$ cat src/rtl/wordclk_pkg.sv
package wordclk_pkg;

  typedef enum logic [1:0] {
    ST_IDLE  = 2'd0,
    ST_START = 2'd1,
    ST_DATA  = 2'd2
  } wc_state_e;

endpackage

$ cat src/rtl/wordclk_gate.sv
// Carrier gating of the serial line, the registered data output and
// falling-edge detection on the gated line.
module wordclk_gate (
  input  logic clk,
  input  logic rst_n,
  input  logic pwdn,
  input  logic carrier_ok,
  input  logic demod_in,
  output logic line_lvl,
  output logic start_fall,
  output logic ser_out
);

  logic ser_q;
  logic ser_d;

  assign line_lvl   = carrier_ok ? demod_in : 1'b1;
  assign ser_d      = pwdn | line_lvl;
  assign start_fall = ser_q & ~line_lvl & ~pwdn;

  always_ff @(posedge clk or negedge rst_n) begin
    if (!rst_n) begin
      ser_q <= 1'b1;
    end else begin
      ser_q <= ser_d;
    end
  end

  assign ser_out = ser_q;

endmodule

$ cat src/rtl/wordclk_seq.sv
// Word sequencer: start qualification at half bit, bit timing and the
// data clock burst.
module wordclk_seq
  import wordclk_pkg::*;
#(
  parameter int DIV  = 2976,
  parameter int BITS = 8
) (
  input  logic clk,
  input  logic rst_n,
  input  logic pwdn,
  input  logic start_fall,
  input  logic line_lvl,
  output logic start_seen,
  output logic word_done,
  output logic dclk_n
);

  localparam int HALF = DIV / 2;
  localparam int CW   = $clog2(DIV);
  localparam int BW   = $clog2(BITS);
  localparam logic [CW-1:0] CNT_LAST = CW'(DIV - 1);
  localparam logic [CW-1:0] CNT_MID  = CW'(HALF - 1);
  localparam logic [CW-1:0] CNT_LOW  = CW'(DIV - HALF);
  localparam logic [BW-1:0] BIT_LAST = BW'(BITS - 1);

  wc_state_e       state_q, state_d;
  logic [CW-1:0]   cnt_q, cnt_d;
  logic [BW-1:0]   bit_q, bit_d;
  logic            dclk_n_q;
  logic            dclk_low_d;

  always_comb begin
    state_d    = state_q;
    cnt_d      = cnt_q;
    bit_d      = bit_q;
    start_seen = 1'b0;
    word_done  = 1'b0;
    if (pwdn) begin
      state_d = ST_IDLE;
      cnt_d   = '0;
      bit_d   = '0;
    end else begin
      case (state_q)
        ST_IDLE: begin
          if (start_fall) begin
            state_d    = ST_START;
            cnt_d      = '0;
            start_seen = 1'b1;
          end
        end
        ST_START: begin
          if (cnt_q == CNT_MID) begin
            cnt_d = '0;
            bit_d = '0;
            state_d = line_lvl ? ST_IDLE : ST_DATA;
          end else begin
            cnt_d = cnt_q + 1'b1;
          end
        end
        ST_DATA: begin
          if (cnt_q == CNT_LAST) begin
            cnt_d = '0;
            if (bit_q == BIT_LAST) begin
              state_d   = ST_IDLE;
              bit_d     = '0;
              word_done = 1'b1;
            end else begin
              bit_d = bit_q + 1'b1;
            end
          end else begin
            cnt_d = cnt_q + 1'b1;
          end
        end
        default: begin
          state_d = ST_IDLE;
          cnt_d   = '0;
          bit_d   = '0;
        end
      endcase
    end
    dclk_low_d = (state_d == ST_DATA) && (cnt_d >= CNT_LOW);
  end

  always_ff @(posedge clk or negedge rst_n) begin
    if (!rst_n) begin
      state_q  <= ST_IDLE;
      cnt_q    <= '0;
      bit_q    <= '0;
      dclk_n_q <= 1'b1;
    end else begin
      state_q  <= state_d;
      cnt_q    <= cnt_d;
      bit_q    <= bit_d;
      dclk_n_q <= ~dclk_low_d;
    end
  end

  assign dclk_n = dclk_n_q;

endmodule

$ cat src/rtl/wordclk_ready.sv
// Byte-ready strobe: low from the last data clock edge until one bit
// period has passed or the next start is seen.
module wordclk_ready #(
  parameter int DIV = 2976
) (
  input  logic clk,
  input  logic rst_n,
  input  logic pwdn,
  input  logic word_done,
  input  logic start_seen,
  output logic dready_n
);

  localparam int CW = $clog2(DIV);
  localparam logic [CW-1:0] RDY_LAST = CW'(DIV - 1);

  logic          rdy_n_q, rdy_n_d;
  logic [CW-1:0] rcnt_q, rcnt_d;

  always_comb begin
    rdy_n_d = rdy_n_q;
    rcnt_d  = rcnt_q;
    if (pwdn) begin
      rdy_n_d = 1'b1;
      rcnt_d  = '0;
    end else if (word_done) begin
      rdy_n_d = 1'b0;
      rcnt_d  = '0;
    end else if (!rdy_n_q) begin
      if (start_seen || (rcnt_q == RDY_LAST)) begin
        rdy_n_d = 1'b1;
        rcnt_d  = '0;
      end else begin
        rcnt_d = rcnt_q + 1'b1;
      end
    end
  end

  always_ff @(posedge clk or negedge rst_n) begin
    if (!rst_n) begin
      rdy_n_q <= 1'b1;
      rcnt_q  <= '0;
    end else begin
      rdy_n_q <= rdy_n_d;
      rcnt_q  <= rcnt_d;
    end
  end

  assign dready_n = rdy_n_q;

endmodule

$ cat src/rtl/wordclk_gen.sv
module wordclk_gen #(
  parameter int DIV  = 2976,
  parameter int BITS = 8
) (
  input  logic clk,
  input  logic rst_n,
  input  logic pwdn,
  input  logic carrier_ok,
  input  logic demod_in,
  output logic ser_out,
  output logic dclk_n,
  output logic dready_n
);

  logic line_lvl;
  logic start_fall;
  logic start_seen;
  logic word_done;

  wordclk_gate u_gate (
    .clk        (clk),
    .rst_n      (rst_n),
    .pwdn       (pwdn),
    .carrier_ok (carrier_ok),
    .demod_in   (demod_in),
    .line_lvl   (line_lvl),
    .start_fall (start_fall),
    .ser_out    (ser_out)
  );

  wordclk_seq #(
    .DIV  (DIV),
    .BITS (BITS)
  ) u_seq (
    .clk        (clk),
    .rst_n      (rst_n),
    .pwdn       (pwdn),
    .start_fall (start_fall),
    .line_lvl   (line_lvl),
    .start_seen (start_seen),
    .word_done  (word_done),
    .dclk_n     (dclk_n)
  );

  wordclk_ready #(
    .DIV (DIV)
  ) u_ready (
    .clk        (clk),
    .rst_n      (rst_n),
    .pwdn       (pwdn),
    .word_done  (word_done),
    .start_seen (start_seen),
    .dready_n   (dready_n)
  );

endmodule

$ cat config.mk
export PLATFORM = sky130hd
export DESIGN_NAME = wordclk_gen
export DESIGN_NICKNAME = d
export VERILOG_FILES = /design/src/rtl/wordclk_pkg.sv /design/src/rtl/wordclk_gate.sv /design/src/rtl/wordclk_seq.sv /design/src/rtl/wordclk_ready.sv /design/src/rtl/wordclk_gen.sv
export SDC_FILE = /design/constraint.sdc
export NUM_CORES = 1
export LEC_CHECK = 0
export BUFFER_PORTS_ARGS = -buffer_cell sky130_fd_sc_hd__buf_2
export CAP_MARGIN = 15
export CORE_MARGIN = 2
export CORE_UTILIZATION = 25
export DETAILED_ROUTE_END_ITERATION = 16
export SLEW_MARGIN = 20
export SYNTH_ARGS = -nofsm -noshare
export SYNTH_HDL_FRONTEND = slang
export SYNTH_HIERARCHICAL = 1
export SYNTH_SLANG_ARGS = --single-unit
$ cat constraint.sdc
create_clock -name clk -period 5 [get_ports clk]
set_input_delay 0 -clock clk [delete_from_list [all_inputs] [get_ports clk]]
set_output_delay 0 -clock clk [all_outputs]
set_load 0.03 [all_outputs]
# Yosys cells after proc, flatten, opt, wreduce, memory -nomap -nowiden
# Index checks and enable logic that the tools add are counted.
[totals]
regBits = 32
in_bits = 5
output_inout_bits = 3
word_cells = 65
[classes]
add_sub_neg = 3
n_lt_le_gt_ge = 1
n_eq_ne = 11
muxes = 33
bitwise = 6
n_reduce_logical = 4
[op_table]
columns = ["op", "n"]
rows = [
  ["12-bit 2-to-1 mux", 8],
  ["12-bit case mux with 3 select lines", 1],
  ["12-bit by 1-bit adder with 12-bit output (second input constant)", 2],
  ["12-bit == test (second input constant)", 2],
  ["12-bit by 11-bit == test with 1-bit output (second input constant)", 1],
  ["12-bit by 11-bit >= comparator with 1-bit output (second input constant)", 1],
  ["1-bit 2-to-1 mux", 12],
  ["2-bit 2-to-1 mux", 6],
  ["3-bit 2-to-1 mux", 4],
  ["3-bit by 2-bit != test with 1-bit output (second input constant)", 3],
  ["3-bit case mux with 3 select lines", 1],
  ["2-bit case mux with 3 select lines", 1],
  ["2-bit == test (second input constant)", 2],
  ["3-bit by 1-bit adder with 3-bit output (second input constant)", 1],
  ["3-bit == test (second input constant)", 1],
  ["1-bit inverter", 3],
  ["3-bit AND reduction", 1],
  ["1-bit bitwise AND", 2],
  ["2-bit by 1-bit == test with 1-bit output (second input constant)", 1],
  ["2-bit logical NOT", 1],
  ["2-bit != test (second input constant)", 1],
  ["1-bit logical AND", 1],
  ["1-bit logical OR", 1],
  ["1-bit OR", 1],
]

# Longest topological paths before layout
[logic_depth]
word_depth = 12
mapped_depth = 10
ltp_nobuf = 9

# By module
# The synthesis kept the hierarchy.
[modules_own_cells]
columns = ["module", "instances", "cells_per_inst", "area_per_inst_um2"]
rows = [
  ["wordclk_seq", 1, 138, 1307.5],
  ["wordclk_ready", 1, 66, 695.7],
  ["wordclk_gate", 1, 4, 55.1],
]

# Worst setup path before layout
# Ideal clock, no wire load.
[synth_timing]
path_kind = "register -> register"
start = "register u_gate.ser_q (netlist: u_gate/ser_out)"
end = "register u_seq.dclk_n_q (netlist: u_seq/dclk_n)"
setup_time_ns = 0.086
t_arrival_ns = 2.136
required_time_ns = 4.914
slack_ns = 2.778
stages_incl_launch_ff = 9
path_buffers = 1
cell_sequence = "dfstp_2 > and4bb_2 > or3_1 > buf_6 > and4_4 > a2111oi_2 > o211ai_1 > a2111oi_2 > o31ai_2"
[synth_between]
elab_chain_len = 8
elab_cells_between_ends = 12
classes_between = "1 x order compare; 1 x eq/ne; 6 x mux; 3 x bitwise; 1 x reduce/logical"
[synth_lines]
columns = ["element", "line_no", "rtl"]
rows = [
  ["start, declared", "wordclk_gate.sv:14", "logic ser_q;"],
  ["start signal, assigned", "wordclk_gate.sv:25", "ser_q <= ser_d;"],
  ["1-bit bitwise AND (*) (2 in series)", "wordclk_gate.sv:19", "assign start_fall = ser_q & ~line_lvl & ~pwdn;"],
  ["named net start_fall", "wordclk_gen.sv:16", "logic start_fall;"],
  ["12-bit 2-to-1 mux or 2-bit 2-to-1 mux (tied branches)", "wordclk_seq.sv:46", "if (start_fall) begin"],
  ["12-bit case mux with 3 select lines or 2-bit case mux with 3 select lines (tied branches)", "wordclk_seq.sv:44", "case (state_q)"],
  ["12-bit 2-to-1 mux or 2-bit 2-to-1 mux (tied branches)", "wordclk_seq.sv:39", "if (pwdn) begin"],
  ["12-bit by 11-bit >= comparator with 1-bit output or 2-bit == test (tied branches)", "wordclk_seq.sv:82", "dclk_low_d = (state_d == ST_DATA) && (cnt_d >= CNT_LOW);"],
  ["1-bit logical AND (*)", "wordclk_seq.sv:82", ""],
  ["1-bit inverter (*)", "wordclk_seq.sv:95", "dclk_n_q <= ~dclk_low_d;"],
  ["end signal, assigned", "wordclk_seq.sv:95", ""],
  ["end, declared", "wordclk_seq.sv:30", "logic dclk_n_q;"],
]
# Mark *: on every way through the listed nets, which the timed path passes. The rest lies on a longest branch.
# A chain may end at the register's enable or synchronous reset.

# Worst setup path in the final report
[layout_timing]
start = "register u_seq.cnt_q[0]"
end = "register u_seq.dclk_n_q (netlist: u_seq/dclk_n)"
[layout_between]
elab_chain_len = 7
elab_cells_between_ends = 16
classes_between = "1 x add/sub; 1 x order compare; 3 x eq/ne; 9 x mux; 1 x bitwise; 1 x reduce/logical"
[layout_lines]
columns = ["element", "line_no", "rtl"]
rows = [
  ["start, declared", "wordclk_seq.sv:28", "logic [CW-1:0] cnt_q, cnt_d;"],
  ["start signal, assigned", "wordclk_seq.sv:93", "cnt_q <= cnt_d;"],
  ["12-bit by 1-bit adder with 12-bit output, or another cell as far along", "wordclk_seq.sv:58, wordclk_seq.sv:72", ""],
  ["12-bit 2-to-1 mux, or another cell as far along", "wordclk_seq.sv:62", "if (cnt_q == CNT_LAST) begin"],
  ["12-bit case mux with 3 select lines or 2-bit case mux with 3 select lines (tied branches)", "wordclk_seq.sv:44", ""],
  ["12-bit 2-to-1 mux or 2-bit 2-to-1 mux (tied branches)", "wordclk_seq.sv:39", ""],
  ["12-bit by 11-bit >= comparator with 1-bit output or 2-bit == test (tied branches)", "wordclk_seq.sv:82", ""],
  ["1-bit logical AND (*)", "wordclk_seq.sv:82", ""],
  ["1-bit inverter (*)", "wordclk_seq.sv:95", ""],
]
# Every way passes the cells marked *; elsewhere a longest branch is shown, timed or not.

==> summary.md <==
| Metric | Value |
|---|---|
| Net Sw Frac | `around 24%` |
| Internal | `383 uW` |
| Vias in the first global route | `1655` |
| Setup repair after global routing missed its margin | `no` |
| H-tree Lvls | `2` |
| Slew Viols, Final | `0` |
| Post-synth ARST share | `100%` |
| Yosys reg bits | `32` |
| Post-Syn Area | `between 0.002 and 0.0025 mm2` |
| Post-synth top area share | `between 30% and 40%` |
| Placer congestion estimate | `0.867` |
| Net count, final | `226` |
| Worst path bufs/invs | `0` |
| Initial antenna violation count | `0` |
| Max-slew headroom | `40.2%` |
| Largest net degree at the start of global routing | `33` |
| CTS clk-pin slew, worst paths | `70 ps` |
| Clock Sinks | `32` |
| Die Width | `94.7 um` |
| Core Area | `0.00809 mm2` |
| Req. time, crit path | `5200 ps` |
| CP max stage cell | `o41ai_4` |
| Initial Util | `25.4%` |
| Wire length per cell | `14.1 um` |
| Syn nets | `approximately 220` |
| CTS tree | `yes` |
| Cts bufs inserted | `5` |
| Setup CP Type | `reg -> reg` |
| Comb pwr share | `6.7%` |
| Top cells by area, synth | `dfrtp_1 35%, nor2_1 4.4%, dfstp_2 3.8%` |
| Status | `completed` |
| CTS max path bufs | `2` |
| Hpwl dp | `3210 um` |
| ANT nets after route | `0` |
| Post_cts resized | `0` |
| DRC | `0` |
| CP arrival | `2760 ps` |
| Clk_lat worst skew | `280 ps` |
| Worst Max-Slew Pin Slew | `a little under 900 ps` |
| Filler cells | `898` |
| Final Hold Vio Count | `0` |
| Clock share of power | `41.5%` |
| Post-synth EDFFs | `0` |
| Sw Pwr | `124 uW` |
| Count of cell types in the netlist | `67` |
| Register area share after synthesis | `~39%` |
| Hold buffers post-CTS | `2` |
| Dominant cell type by area after synthesis | `dfrtp_1` |
| Worst Hold Slack | `12.2 ps` |
| Post CTS Setup Buffer Count | `0` |
| Pwr Density | `223 mW/mm2` |
| Cells after Synth | `208` |
| YS warnings | `6` |
| Initial DRC count | `about 120` |
| Post-synth top flop | `dfrtp_1` |
| Ports | `8` |
| CP Capture Type | `flip-flop` |
| Share of cells above drive strength 1 | `roughly 17%` |
| Finish-stage setup viols | `0` |
| Remaining Overflow, GRT | `0` |
| Post-Route Setup TNS | `0 ps` |
| Min-delay worst type | `in -> reg` |
| Worst vdd ir | `0.000108 V` |
| Die height | `94.7 um` |
| Sequential share of power | `51.8%` |
| Fmax | `around 390 MHz` |
| Nature of the critical path startpoint | `flip-flop` |
| Period utilization | `just over 50%` |
| Die area | `~0.009 mm2` |
| Syn Area/Cell | `9.90 um2` |
| Final min period | `2560 ps` |
| Total number of vias | `1658` |
| DRT Wirelength | `4560 um` |
| Lkg Pwr | `between 0.0009 and 0.001 uW` |
| Max cap viols | `0` |
| Largest stage delay, worst path | `590 ps` |
| CTS root buffer | `clkbuf_8` |
| Top cell family by delay on the critical path | `compound AO/OA/AOI/OAI gates` |
| Clock skew | `1.69 ps` |
| Area growth syn-to-layout | `10.4%` |
| PortBufs | `7` |
| Antenna diode count | `0` |
| Overall Global Routing Usage | `a little under an eighth` |
| First drt pass iteration count | `4` |
| Worst-path fanout max | `13` |
| Cell Chain, Critical Path | `ha_1 > nand3_1 > o41ai_4 > nand2_2 > a41oi_1 > a311oi_1 > o31ai_2` |
| First-pass GRT wire length | `8020 um` |
| FP Rows | `33` |
| Routed vias/inst | `5.13` |
[registers in the layout, summed over array words and instances, names as in the netlist]
name,cells
u_seq/cnt_q,12
u_seq/dclk_n,1
u_gate/ser_out,1
u_ready/dready_n,1
u_seq/bit_q,3
u_ready/rcnt_q,12
u_seq/state_q,2
[per-stage QoR]
| stage | cells | total power, uW | utilization, % | instance area [um2] | setup slack (ps) |
|---|---|---|---|---|---|
| finish | 323 | 507 | 28.1 | 2270 | 2440 |
| global route | 323 | 531 | 28.1 | 2270 | 2110 |
| CTS | 323 | 517 | 28.1 | 2270 | 2460 |
| detailed placement | 313 | 301 | 26.7 | 2160 | 2480 |
| global placement | 313 | 300 | 26.7 | 2160 | 2530 |
| floorplan | 208 | 290 | - | 2060 | 2780 |
[synthesized netlist by cell type (all sizes together) (3+ instances only)]
library cell and count:
and3 3, a22oi 5, xnor2 4, a311oi 3, nand3 7, nand2 14, nand4 7, or3 4
nor3 8, a31oi 3, dfrtp 29, and4 4, a21oi 7, ha 4, dfstp 3, nor2b 3
o31ai 4, inv 6, and2 4, nor2 24, o21ai 7, buf 6, a2bb2oi 3, xor2 6
[worst paths after layout]
path,start,endpoint,slack [ps],depth (start not counted)
setup / recovery,u_seq/cnt_q[0],u_seq/dclk_n,2440,7
hold / removal,carrier_ok,u_gate/ser_out,10,2
setup reg to reg,u_seq/cnt_q[0],u_seq/dclk_n,2440,7
hold reg to reg,u_seq/cnt_q[0],u_seq/cnt_q[0],540,1
max in group asynchronous,rst_n,u_seq/state_q[0],4250,2
min in group asynchronous,rst_n,u_ready/rcnt_q[2],300,2
[cells in the final DEF (no fill, tap or decap), drive strengths merged, types with 5 or more instances in the layout]
master,instances
xor2,6
clkbuf,7
a22oi,5
buf,7
dfrtp,29
nand2,14
inv,6
a21oi,7
o21ai,7
nand4,7
nor2,24
nand3,7
nor3,8
[worst register-to-register path, cell delays in order, from the launching register on]
cell	delay [ps]
dfrtp_1	410
ha_1	260
nand3_1	230
o41ai_4	590
nand2_2	330
a41oi_1	370
a311oi_1	100
o31ai_2	200
[power by group through the flow]
stage          logic, uW  registers (uW)  clock network, uW
2_1_floorplan       23.2             267                  0
4_1_cts             34.6             263                219
3_5_place_dp        33.4             268                  0
5_1_grt             38.1             263                230
6_report            34.1             263                210
3_3_place_gp        33.0             267                  0
[cell type report]
| class | count | area, um2 | share of cell area, % |
|---|---|---|---|
| well taps | 105 | 131 | 5.78 |
| flip-flops and latches | 32 | 805 | 35.4 |
| multi-input cells | 163 | 1160 | 51.3 |
| repair buffers | 9 | 55.1 | 2.42 |
| clock inverters | 1 | 7.51 | 0.330 |
| inverters | 6 | 22.5 | 0.991 |
| clock buffers | 7 | 86.3 | 3.80 |
[cells by family (layout without fill, tap and decap cells)]
logic type	after synthesis	after routing	share of synthesized area [%]
xor gates and xnor gates	10	10	4.26
DFF	32	32	39.1
adders and majority gates	4	4	2.43
and+or+nand+nor	97	97	28.6
buffers and inverters	13	23	4.32
AOI/OAI and AO/OA	52	52	21.3
[layer usage]
layer | track usage (%) | vias to the layer above | routed length, um
met5 | 0 | - | 0
met4 | 4.83 | 0 | 83
met3 | 2.23 | 10 | 171
met2 | 18.6 | 37 | 2190
met1 | 14.7 | 809 | 2120
li1 | - | 802 | -
(Power assumes the default switching activity.)
